$ cat src/rtl/wiper_pkg.sv
// Shared definitions for the wiper register bank.
// Assumes: bus bytes are 8 bits wide and are shifted MSB first.
package wiper_pkg;
    localparam int BYTE_W = 8;

    typedef enum logic [2:0] {
        ST_IDLE,    // no transaction in progress
        ST_RX_DEV,  // shifting in the identification byte
        ST_RX_ADDR, // shifting in the register select byte
        ST_RX_DATA, // shifting in write data bytes
        ST_ACK,     // ninth clock of a received byte
        ST_TX,      // shifting out a read data byte
        ST_MACK,    // ninth clock: sampling the controller's ACK
        ST_IGNORE   // not addressed or done, wait for START/STOP
    } tgt_state_e;
endpackage

$ cat src/rtl/i2c_line_sync.sv
// Brings SCL and SDA into the system clock domain and detects bus events.
// Assumes: the system clock is at least several times faster than SCL,
// and the bus idles high, so the synchronisers reset to 1.
module i2c_line_sync #(
    parameter int SYNC_STAGES = 2
) (
    input  logic clk,
    input  logic rst_n,
    input  logic scl_i,
    input  logic sda_i,
    output logic sda_s,
    output logic scl_rise,
    output logic scl_fall,
    output logic start_det,
    output logic stop_det
);
    localparam int TOP = SYNC_STAGES - 1;

    logic [TOP:0] scl_pipe;
    logic [TOP:0] sda_pipe;
    logic         scl_q;
    logic         sda_q;
    logic         scl_now;

    // Synchroniser chains plus one history flop for edge detection.
    always_ff @(posedge clk) begin
        if (!rst_n) begin
            scl_pipe <= '1;
            sda_pipe <= '1;
            scl_q    <= 1'b1;
            sda_q    <= 1'b1;
        end else begin
            scl_pipe <= {scl_pipe[TOP-1:0], scl_i};
            sda_pipe <= {sda_pipe[TOP-1:0], sda_i};
            scl_q    <= scl_pipe[TOP];
            sda_q    <= sda_pipe[TOP];
        end
    end

    assign scl_now = scl_pipe[TOP];
    assign sda_s   = sda_pipe[TOP];

    // Edge and START/STOP decode from the synchronised levels.
    always_comb begin
        scl_rise  = scl_now & ~scl_q;
        scl_fall  = ~scl_now & scl_q;
        start_det = scl_now & scl_q & sda_q & ~sda_s;
        stop_det  = scl_now & scl_q & ~sda_q & sda_s;
    end
endmodule

$ cat src/rtl/wiper_regfile.sv
// Bank of byte-wide wiper registers with one write port and one read port.
// Assumes: NUM_WIPERS is a power of two, so the index wraps naturally.
module wiper_regfile #(
    parameter int          NUM_WIPERS = 4,
    parameter logic [7:0]  RST_TAP    = 8'h80,
    localparam int         IDX_W      = $clog2(NUM_WIPERS)
) (
    input  logic                    clk,
    input  logic                    rst_n,
    input  logic                    wr_en,
    input  logic [IDX_W-1:0]        wr_idx,
    input  logic [7:0]              wr_data,
    input  logic [IDX_W-1:0]        rd_idx,
    output logic [7:0]              rd_data,
    output logic [NUM_WIPERS*8-1:0] wipers_flat
);
    logic [7:0] regs [NUM_WIPERS];

    for (genvar g = 0; g < NUM_WIPERS; g++) begin : g_wiper
        // One register per wiper, loaded only when it is the write target.
        always_ff @(posedge clk) begin
            if (!rst_n)
                regs[g] <= RST_TAP;
            else if (wr_en && (wr_idx == IDX_W'(g)))
                regs[g] <= wr_data;
        end
        assign wipers_flat[g*8 +: 8] = regs[g];
    end

    // Read mux feeding the transmit shifter.
    assign rd_data = regs[rd_idx];
endmodule

$ cat src/rtl/i2c_target_fsm.sv
// Protocol engine: address match, byte shifting, ACK generation, the
// register pointer and read data return.
// Assumes: inputs come from i2c_line_sync. SDA is sampled on SCL rise and
// driven only after SCL fall. START and STOP override every state.
module i2c_target_fsm
    import wiper_pkg::*;
#(
    parameter int         NUM_WIPERS = 4,
    parameter logic [4:0] DEV_ID_HI  = 5'b01010,
    localparam int        IDX_W      = $clog2(NUM_WIPERS)
) (
    input  logic             clk,
    input  logic             rst_n,
    input  logic             sda_s,
    input  logic             scl_rise,
    input  logic             scl_fall,
    input  logic             start_det,
    input  logic             stop_det,
    input  logic [1:0]       strap_a,
    input  logic [7:0]       rd_data,
    output logic [IDX_W-1:0] ptr,
    output logic             wr_en,
    output logic [7:0]       wr_data,
    output logic             sda_oe
);
    tgt_state_e state;
    tgt_state_e after_ack;
    logic [3:0] cnt;
    logic [7:0] sh;
    logic [6:0] tx;
    logic [1:0] strap_q;
    logic       wrote;
    logic       mack;
    logic       byte_done;
    logic       id_match;

    // Byte boundary and identity compare.
    always_comb begin
        byte_done = scl_fall && (cnt == 4'd8);
        id_match  = (sh[7:1] == {DEV_ID_HI, strap_q});
    end

    // Commit pulse: first data byte of a write, at the start of its ACK.
    assign wr_en   = (state == ST_RX_DATA) && byte_done && !wrote
                     && !start_det && !stop_det;
    assign wr_data = sh;

    // Main sequencer.
    always_ff @(posedge clk) begin
        if (!rst_n) begin
            state     <= ST_IDLE;
            after_ack <= ST_IDLE;
            cnt       <= '0;
            sh        <= '0;
            tx        <= '0;
            ptr       <= '0;
            strap_q   <= '0;
            wrote     <= 1'b0;
            mack      <= 1'b0;
            sda_oe    <= 1'b0;
        end else if (start_det) begin
            state   <= ST_RX_DEV;
            cnt     <= '0;
            wrote   <= 1'b0;
            strap_q <= strap_a;
            sda_oe  <= 1'b0;
        end else if (stop_det) begin
            state  <= ST_IDLE;
            cnt    <= '0;
            sda_oe <= 1'b0;
        end else begin
            case (state)
                ST_RX_DEV, ST_RX_ADDR, ST_RX_DATA: begin
                    if (scl_rise && cnt != 4'd8) begin
                        sh  <= {sh[6:0], sda_s};
                        cnt <= cnt + 4'd1;
                    end else if (byte_done) begin
                        cnt   <= '0;
                        state <= ST_ACK;
                        if (state == ST_RX_DEV) begin
                            if (!id_match) begin
                                state <= ST_IGNORE;
                            end else begin
                                sda_oe    <= 1'b1;
                                after_ack <= sh[0] ? ST_TX : ST_RX_ADDR;
                            end
                        end else if (state == ST_RX_ADDR) begin
                            sda_oe    <= 1'b1;
                            ptr       <= sh[IDX_W-1:0];
                            wrote     <= 1'b0;
                            after_ack <= ST_RX_DATA;
                        end else begin
                            after_ack <= ST_RX_DATA;
                            if (!wrote) begin
                                sda_oe <= 1'b1;
                                wrote  <= 1'b1;
                            end
                        end
                    end
                end
                ST_ACK: begin
                    if (scl_rise) begin
                        cnt <= 4'd1;
                    end else if (scl_fall && cnt == 4'd1) begin
                        cnt   <= '0;
                        state <= after_ack;
                        if (after_ack == ST_TX) begin
                            tx     <= rd_data[6:0];
                            sda_oe <= ~rd_data[7];
                        end else begin
                            sda_oe <= 1'b0;
                        end
                    end
                end
                ST_TX: begin
                    if (scl_rise) begin
                        cnt <= cnt + 4'd1;
                    end else if (scl_fall && cnt == 4'd8) begin
                        cnt    <= '0;
                        sda_oe <= 1'b0;
                        ptr    <= ptr + 1'b1;
                        state  <= ST_MACK;
                    end else if (scl_fall && cnt != 4'd0) begin
                        tx     <= {tx[5:0], 1'b0};
                        sda_oe <= ~tx[6];
                    end
                end
                ST_MACK: begin
                    if (scl_rise) begin
                        mack <= ~sda_s;
                        cnt  <= 4'd1;
                    end else if (scl_fall && cnt == 4'd1) begin
                        cnt <= '0;
                        if (mack) begin
                            state  <= ST_TX;
                            tx     <= rd_data[6:0];
                            sda_oe <= ~rd_data[7];
                        end else begin
                            state <= ST_IGNORE;
                        end
                    end
                end
                default: ;
            endcase
        end
    end
endmodule

$ cat src/rtl/i2c_wiper_bank.sv
// Top level: I2C target holding NUM_WIPERS byte-wide wiper registers.
// Assumes: strap_a is stable from before START until after STOP, and the
// system clock oversamples SCL by a wide margin.
module i2c_wiper_bank #(
    parameter int         NUM_WIPERS = 4,
    parameter logic [4:0] DEV_ID_HI  = 5'b01010,
    parameter logic [7:0] RST_TAP    = 8'h80
) (
    input  logic                    clk,
    input  logic                    rst_n,
    input  logic                    scl_i,
    input  logic                    sda_i,
    output logic                    sda_oe,
    input  logic [1:0]              strap_a,
    output logic [NUM_WIPERS*8-1:0] wipers_o
);
    localparam int IDX_W = $clog2(NUM_WIPERS);

    logic             sda_s_w;
    logic             scl_rise_w;
    logic             scl_fall_w;
    logic             start_w;
    logic             stop_w;
    logic [IDX_W-1:0] ptr_w;
    logic             wr_en_w;
    logic [7:0]       wr_data_w;
    logic [7:0]       rd_data_w;

    i2c_line_sync #(.SYNC_STAGES(2)) u_sync (
        .clk       (clk),
        .rst_n     (rst_n),
        .scl_i     (scl_i),
        .sda_i     (sda_i),
        .sda_s     (sda_s_w),
        .scl_rise  (scl_rise_w),
        .scl_fall  (scl_fall_w),
        .start_det (start_w),
        .stop_det  (stop_w)
    );

    i2c_target_fsm #(
        .NUM_WIPERS (NUM_WIPERS),
        .DEV_ID_HI  (DEV_ID_HI)
    ) u_fsm (
        .clk       (clk),
        .rst_n     (rst_n),
        .sda_s     (sda_s_w),
        .scl_rise  (scl_rise_w),
        .scl_fall  (scl_fall_w),
        .start_det (start_w),
        .stop_det  (stop_w),
        .strap_a   (strap_a),
        .rd_data   (rd_data_w),
        .ptr       (ptr_w),
        .wr_en     (wr_en_w),
        .wr_data   (wr_data_w),
        .sda_oe    (sda_oe)
    );

    wiper_regfile #(
        .NUM_WIPERS (NUM_WIPERS),
        .RST_TAP    (RST_TAP)
    ) u_regs (
        .clk         (clk),
        .rst_n       (rst_n),
        .wr_en       (wr_en_w),
        .wr_idx      (ptr_w),
        .wr_data     (wr_data_w),
        .rd_idx      (ptr_w),
        .rd_data     (rd_data_w),
        .wipers_flat (wipers_o)
    );
endmodule

$ cat config.mk
export PLATFORM = sky130hd
export DESIGN_NAME = i2c_wiper_bank
export DESIGN_NICKNAME = d
export VERILOG_FILES = /design/src/rtl/wiper_pkg.sv /design/src/rtl/i2c_line_sync.sv /design/src/rtl/wiper_regfile.sv /design/src/rtl/i2c_target_fsm.sv /design/src/rtl/i2c_wiper_bank.sv
export SDC_FILE = /design/constraint.sdc
export NUM_CORES = 1
export LEC_CHECK = 0
export ABC_AREA = 1
export CAP_MARGIN = 10
export CORE_UTILIZATION = 50
export CTS_BUF_LIST = sky130_fd_sc_hd__clkbuf_4
export DETAILED_ROUTE_END_ITERATION = 12
export DONT_BUFFER_PORTS = 1
export PLACE_DENSITY_LB_ADDON = 0.12
export SLEW_MARGIN = 40
export SYNTH_ARGS = -nofsm -noshare
export SYNTH_HDL_FRONTEND = slang
export SYNTH_SLANG_ARGS = --single-unit
$ cat constraint.sdc
create_clock -name clk -period 1.9 [get_ports clk]
set_input_delay 0.095 -clock clk [delete_from_list [all_inputs] [get_ports clk]]
set_output_delay 0.095 -clock clk [all_outputs]
set_load 0.01 [all_outputs]
[Word-level counts from Yosys, hierarchy flattened]
Memories as Yosys holds them, arrays and structs flattened. A register that Yosys moved wholly into a read port is not among the register bits.
Cells that the tools add are included.
Word-level totals
  register bits after elaboration: 38
  memory bits (writable): 32
  output and inout bits: 33
  memories: 1
Cells by class
  add/subtract/negate cells: 2
  equal/unequal tests: 41
  muxes and demuxes: 76
  bitwise logic cells: 22
  reduce and logical (&&, ||, !) cells: 36
Memories
  u_regs.regs: depth 4, width 8, read ports 5, clocked after memory_dff 1, wr ports 4, RTL line wiper_regfile.sv:17  | logic [7:0] regs [NUM_WIPERS];
Operators with widths (number)
  $mux 7: 9
  $mux 3: 12
  $mux 8: 4
  $mux 1: 31
  $reduce_and 9->1: 3
  $reduce_and 12->1: 2
  $pmux 7 s3: 1
  $mux 2: 10
  $mux 4: 5
  $ne 4x4->1 const B: 5
  $ne 2x1->1 const B: 9
  $ne 4x1->1 const B: 4
  $eq 3x3->1 const B: 4
  $logic_and 1x1->1: 12
  $ne 2x2->1 const B: 6
  $pmux 3 s4: 1
  $pmux 4 s3: 1
  $not 1->1: 11
  $reduce_and 4->1: 2
  $reduce_bool 4->1: 2
  $and 1x1->1: 7
  $eq 7x6->1: 1
  $eq 3x2->1 const B: 2
  $ne 3x1->1 const B: 2
  other kinds (22): 31

[Logic depth before layout (Yosys ltp)]
  word-level depth: 12
  gate-level depth with buffers: 13
  depth with buffers taken out: 13

[Hierarchy]
Synthesis repeated with hierarchy kept, for this count alone.
Second synthesis, totals
  cells, all modules: 527
  area total of the unflattened synthesis: 3691.0 sq um
Modules (own cells, without submodules)
  i2c_target_fsm: instances 1, cells each 312, area an instance 1886.8 sq um, sequential area each 640.6 sq um
  wiper_regfile: instances 1, cells each 188, area an instance 1605.3 sq um, sequential area each 960.9 sq um
  i2c_line_sync: instances 1, cells each 27, area an instance 198.9 sq um, sequential area each 120.1 sq um

[Worst setup path before layout]
Ideal clock, no wire load.
  path kind: reg-to-reg
  from: register u_fsm.cnt[0]
  to: memory u_regs.regs[0][0], enable pin
  library setup time: 0.329 ns
  data arrival time: 1.385 ns
  data required time: 1.571 ns
  path slack: 0.186 ns
  cell stages (with the launch flop): 9
  path buffers: 0
  clock period less this slack: 1.714 ns
  cell sequence: dfxtp_1 -> inv_1 -> ha_1 -> nand2_1 -> nor2_2 -> nand2_1 -> nor3_2 -> nand2_1 -> nand2_1
RTL lines
  from (decl): RTL line i2c_target_fsm.sv:28  | logic [3:0] cnt;
  from (signal assigned): RTL line i2c_target_fsm.sv:76  | cnt <= cnt + 4'd1;
  from (signal assigned): RTL line i2c_target_fsm.sv:117  | cnt <= cnt + 4'd1;
  to (decl): RTL line wiper_regfile.sv:17

[Worst setup path in the final report]
  from: register u_fsm.cnt[1]
  to: register u_fsm.ptr[1]
Between the ends
  word-level cells in the longest chain between the ends: 4
  elaborated cells between the ends (all ways): 8
  those cells by class: 5 x eq/ne; 3 x reduce/logical
RTL lines
  $eq 4x4->1 or $ne 4x4->1 (tied branches): RTL line i2c_target_fsm.sv:39, i2c_target_fsm.sv:118, i2c_target_fsm.sv:74
  $logic_and 1x1->1 (on tied branches): RTL line i2c_target_fsm.sv:39, i2c_target_fsm.sv:118, i2c_target_fsm.sv:74
  $ne 2x1->1 (no line) or $ne 2x2->1 (tied branches)
  $reduce_and 9->1 (no line) *
  to (signal assigned): RTL line i2c_target_fsm.sv:89  | ptr <= sh[IDX_W-1:0];
  to (signal assigned): RTL line i2c_target_fsm.sv:121  | ptr <= ptr + 1'b1;
  to (decl): RTL line i2c_target_fsm.sv:21  | output logic [IDX_W-1:0] ptr,
Mark *: on every way between the ends. The rest lies on a longest branch, timed or not.
A chain may end at the register's enable or synchronous reset.

==> results.md <==
* Hpwl dp at 6250 microns
* Synth warnings at 0
* Ant diodes at 0
* Commonest non-fill, non-tap cell in the layout: nor2_1
* Hold_ws at 0.0171 ns
* Crit-path leading delay family: simple AND/OR/NAND/NOR gates
* Status: finished, final reports clean
* IO Pins at 39
* Gr busiest metal: met2
* DIE HEIGHT at 87.3 microns
* Residual overflow from global routing at 0
* Post-route ant nets at 0
* Syn Area/Cell at 7.86 sq um
* Most frequent cells in the layout: 92 x nor2_1, 91 x nand2_1, 39 x dfxtp_1
* Hold path cells at 2
* DP Worst Slack at 0.0550 ns
* CP Launch Type: flip-flop
* First-pass GRT wire length at 13800 microns
* Unique masters post-synth at 33
* Buf/Inv on CP at 2
* EDFF count, synth at 32
* Reg clk slew, reported paths at 0.13 ns
* Area growth, synth to finish at 12.1%
* Fin Setup TNS at 0 ns
* Post-Synthesis Cell Area at 0.00364 sq mm
* Relative slew margins at 67.5%
* 1st-pass router iterations at 5
* DRC at 0
* Internal power at 2730 uW
* Tot Pwr at 4440 uW
* Clock Tree Root: clkbuf_4
* Skew final at 0.0149 ns
* # port buffers at 0
* Fmax at 0.547 GHz
* GRT met1 Usage at 32.6%
* Critical path type: flip-flop to flip-flop
* Max-slew violations at 0
* Layout cell share with drive strength beyond 1 at 17.0%
* Req. time, crit path at 2.20 ns
* CTS tree: yes
* H-tree depth at 3
* Switching part of the total power at 38.5%
* Largest net degree at the start of global routing at 25
* Clk_lat worst skew at 0.41 ns
* Sw power at 1710 uW
* Max_cap viols at 0
* Drt wl/cell at 14.9 microns
* Asr flop ratio synth at 0%
* Die ar. at 0.00763 sq mm
* Setup violations, final at 0
* Slowest cell on the critical path: dfxtp_2
* Slowest stage delay, CP at 0.34 ns
* DR vias/cell at 5.27
* Seq pwr share at 43.6%
* Primary FF master, synth: dfxtp_1
* Die width at 87.3 microns
* Worst reg2reg path depth at 10
* Worst hold path type: input port to flip-flop
* Register area share after synthesis at 48.4%
* Max FO, Critical Path at 6
* Clock network power share at 21.5%
* Starting Density at 52.7%
* Reg2reg start: u_fsm.cnt[1]$_SDFFE_PP0P_
* CTS max path bufs at 2
* Actual slew at the worst max-slew pin at 0.486 ns
* Post-Synthesis Cells at 463
* RR Endpoint: u_fsm.ptr[1]$_SDFFE_PN0P_
* Num CTS Buffers at 9
* Core area at 0.00691 sq mm
* Met2 usage at 37.7%
* Routed wire length at 8690 microns
* PD cells at 1090 mW/mm^2
* Critical path capture point type: flip-flop
* Crit path depth at 10
* Met3 GRT Util at 5.59%
* Final hold vios at 0
* Static Leak at 0.00159 uW
* Std-Cell Rows at 30
* Yosys reg bits at 72
* Syn_nets at 476
* CP Launch Point: u_fsm.cnt[1]$_SDFFE_PP0P_
* Combinational share of power at 34.9%
* Via Count at 3082
* Peak VDD IR at 0.581 mV
* Final setup margin at 0.0711 ns
* Total GRT Usage at 24.3%
* Vias in the first global route at 2817
* Crit-path cells: inv_1 -> ha_2 -> nand2_1 -> nor2_2 -> nand2_2 -> buf_6 -> o21ai_0 -> nand3_2 -> o21ai_1 -> a21oi_1
* Layout Nets at 497
* Period utilization at 96.3%
* Hold endpoint: u_regs.regs[2][4]$_SDFFCE_PN0P_
* Placer Congestion at 0.911
* Worst EP arrival at 2.12 ns
* 1st-iter DRT viols at 200
* Hold path startpoint: rst_n
* Initial antenna violation count at 0
* Clk sink count at 72
* Setup slack, reg-to-reg at 0.07 ns
* Fin crit period at 1.83 ns
==> worst max path at each step <==
| stage | end |
|---|---|
| floorplan | u_regs.regs[0][0]$_SDFFCE_PN0P_ |
| global placement | u_regs.regs[0][4]$_SDFFCE_PN0P_ |
| detailed placement | u_regs.regs[0][3]$_SDFFCE_PN0P_ |
| CTS | u_regs.regs[0][3]$_SDFFCE_PN0P_ |
| global route | u_fsm.ptr[1]$_SDFFE_PN0P_ |
| finish | u_fsm.ptr[1]$_SDFFE_PN0P_ |
==> cell families after synthesis <==
| family | Yosys count | share of synthesized area (%) |
|---|---|---|
| and+or+nand+nor | 240 | 28.7 |
| AOI/OAI and AO/OA | 75 | 11.5 |
| DFF | 72 | 48.4 |
| buffers and inverters | 63 | 7.42 |
| adders and majority gates | 7 | 2.41 |
| muxes | 6 | 1.65 |
==> area by class of cell <==
cell class,count,area (sq um)
Fill cell,674,2830
Timing Repair Buffer,23,226
Inverter,50,188
Tap cell,96,120
Multi-Input combinational cell,328,1650
Sequential cell,72,1760
Clock inverter,6,58.8
Clock buffer,10,75.1
==> cells in the mapped netlist, types with 5 or more instances <==
| library cell | count | area [sq um] |
|---|---|---|
| mux2i_1 | 6 | 60.1 |
| o21ai_0 | 30 | 150 |
| ha_1 | 7 | 87.6 |
| clkbuf_1 | 5 | 18.8 |
| a21oi_1 | 27 | 135 |
| a21oi_2 | 5 | 43.8 |
| nor2_1 | 95 | 357 |
| inv_2 | 12 | 45.0 |
| inv_1 | 37 | 139 |
| dfxtp_1 | 40 | 801 |
| edfxtp_1 | 32 | 961 |
| or2_2 | 5 | 31.3 |
| nand3_1 | 22 | 110 |
| nand2_1 | 95 | 357 |
| o21ai_1 | 5 | 25.0 |
==> registers in the layout, indices dropped and copies added (netlist names), 2 cells and up, named ones only <==
signal / cells
u_fsm.tx: 7
u_fsm.state: 3
u_regs.regs: 32
u_fsm.wr_data: 8
u_fsm.after_ack: 3
u_sync.sda_pipe: 2
u_fsm.strap_q: 2
u_fsm.ptr: 2
u_sync.scl_pipe: 2
u_fsm.cnt: 4
==> per-stage QoR <==
step / utilization [%] / instance area (sq um) / instances
floorplan: - / 3640 / 463
global placement: 55.4 / 3830 / 561
detailed placement: 55.4 / 3830 / 561
CTS: 58.1 / 4010 / 582
global route: 59.1 / 4080 / 585
finish: 59.1 / 4080 / 585
==> layer usage <==
layer | wire length (microns) | up-vias | part of all wire (%)
met5 | 0 | - | 0
met3 | 488 | 15 | 5.6
met1 | 4100 | 1434 | 47
li1 | - | 1551 | -
met2 | 3960 | 82 | 46
met4 | 138 | 0 | 1.6
==> worst register-to-register path, cell delays in order (launching register included) <==
cell and delay, ns:
dfxtp_2 0.34, inv_1 0.07, ha_2 0.19, nand2_1 0.06, nor2_2 0.17, nand2_2 0.11, buf_6 0.15, o21ai_0 0.20
nand3_2 0.18, o21ai_1 0.19, a21oi_1 0.06
==> power by group through the flow <==
stage	Combinational (uW)	Clock (uW)	Sequential, uW
3_5_place_dp	1480	0	1970
2_1_floorplan	1190	0	1900
6_report	1550	956	1930
5_1_grt	1740	1040	1950
4_1_cts	1500	962	1930
3_3_place_gp	1460	0	1960
==> repair_timing <==
| action | 4_1_cts | 5_1_grt |
|---|---|---|
| endpoints found under the setup margin | 0 | 72 |
| resized for setup | 0 | 14 |
| hold endpoints to repair | 28 | 16 |
| buffers inserted | 0 | 1 |
| hold buffers | 5 | 2 |
(Power assumes the default switching activity.)
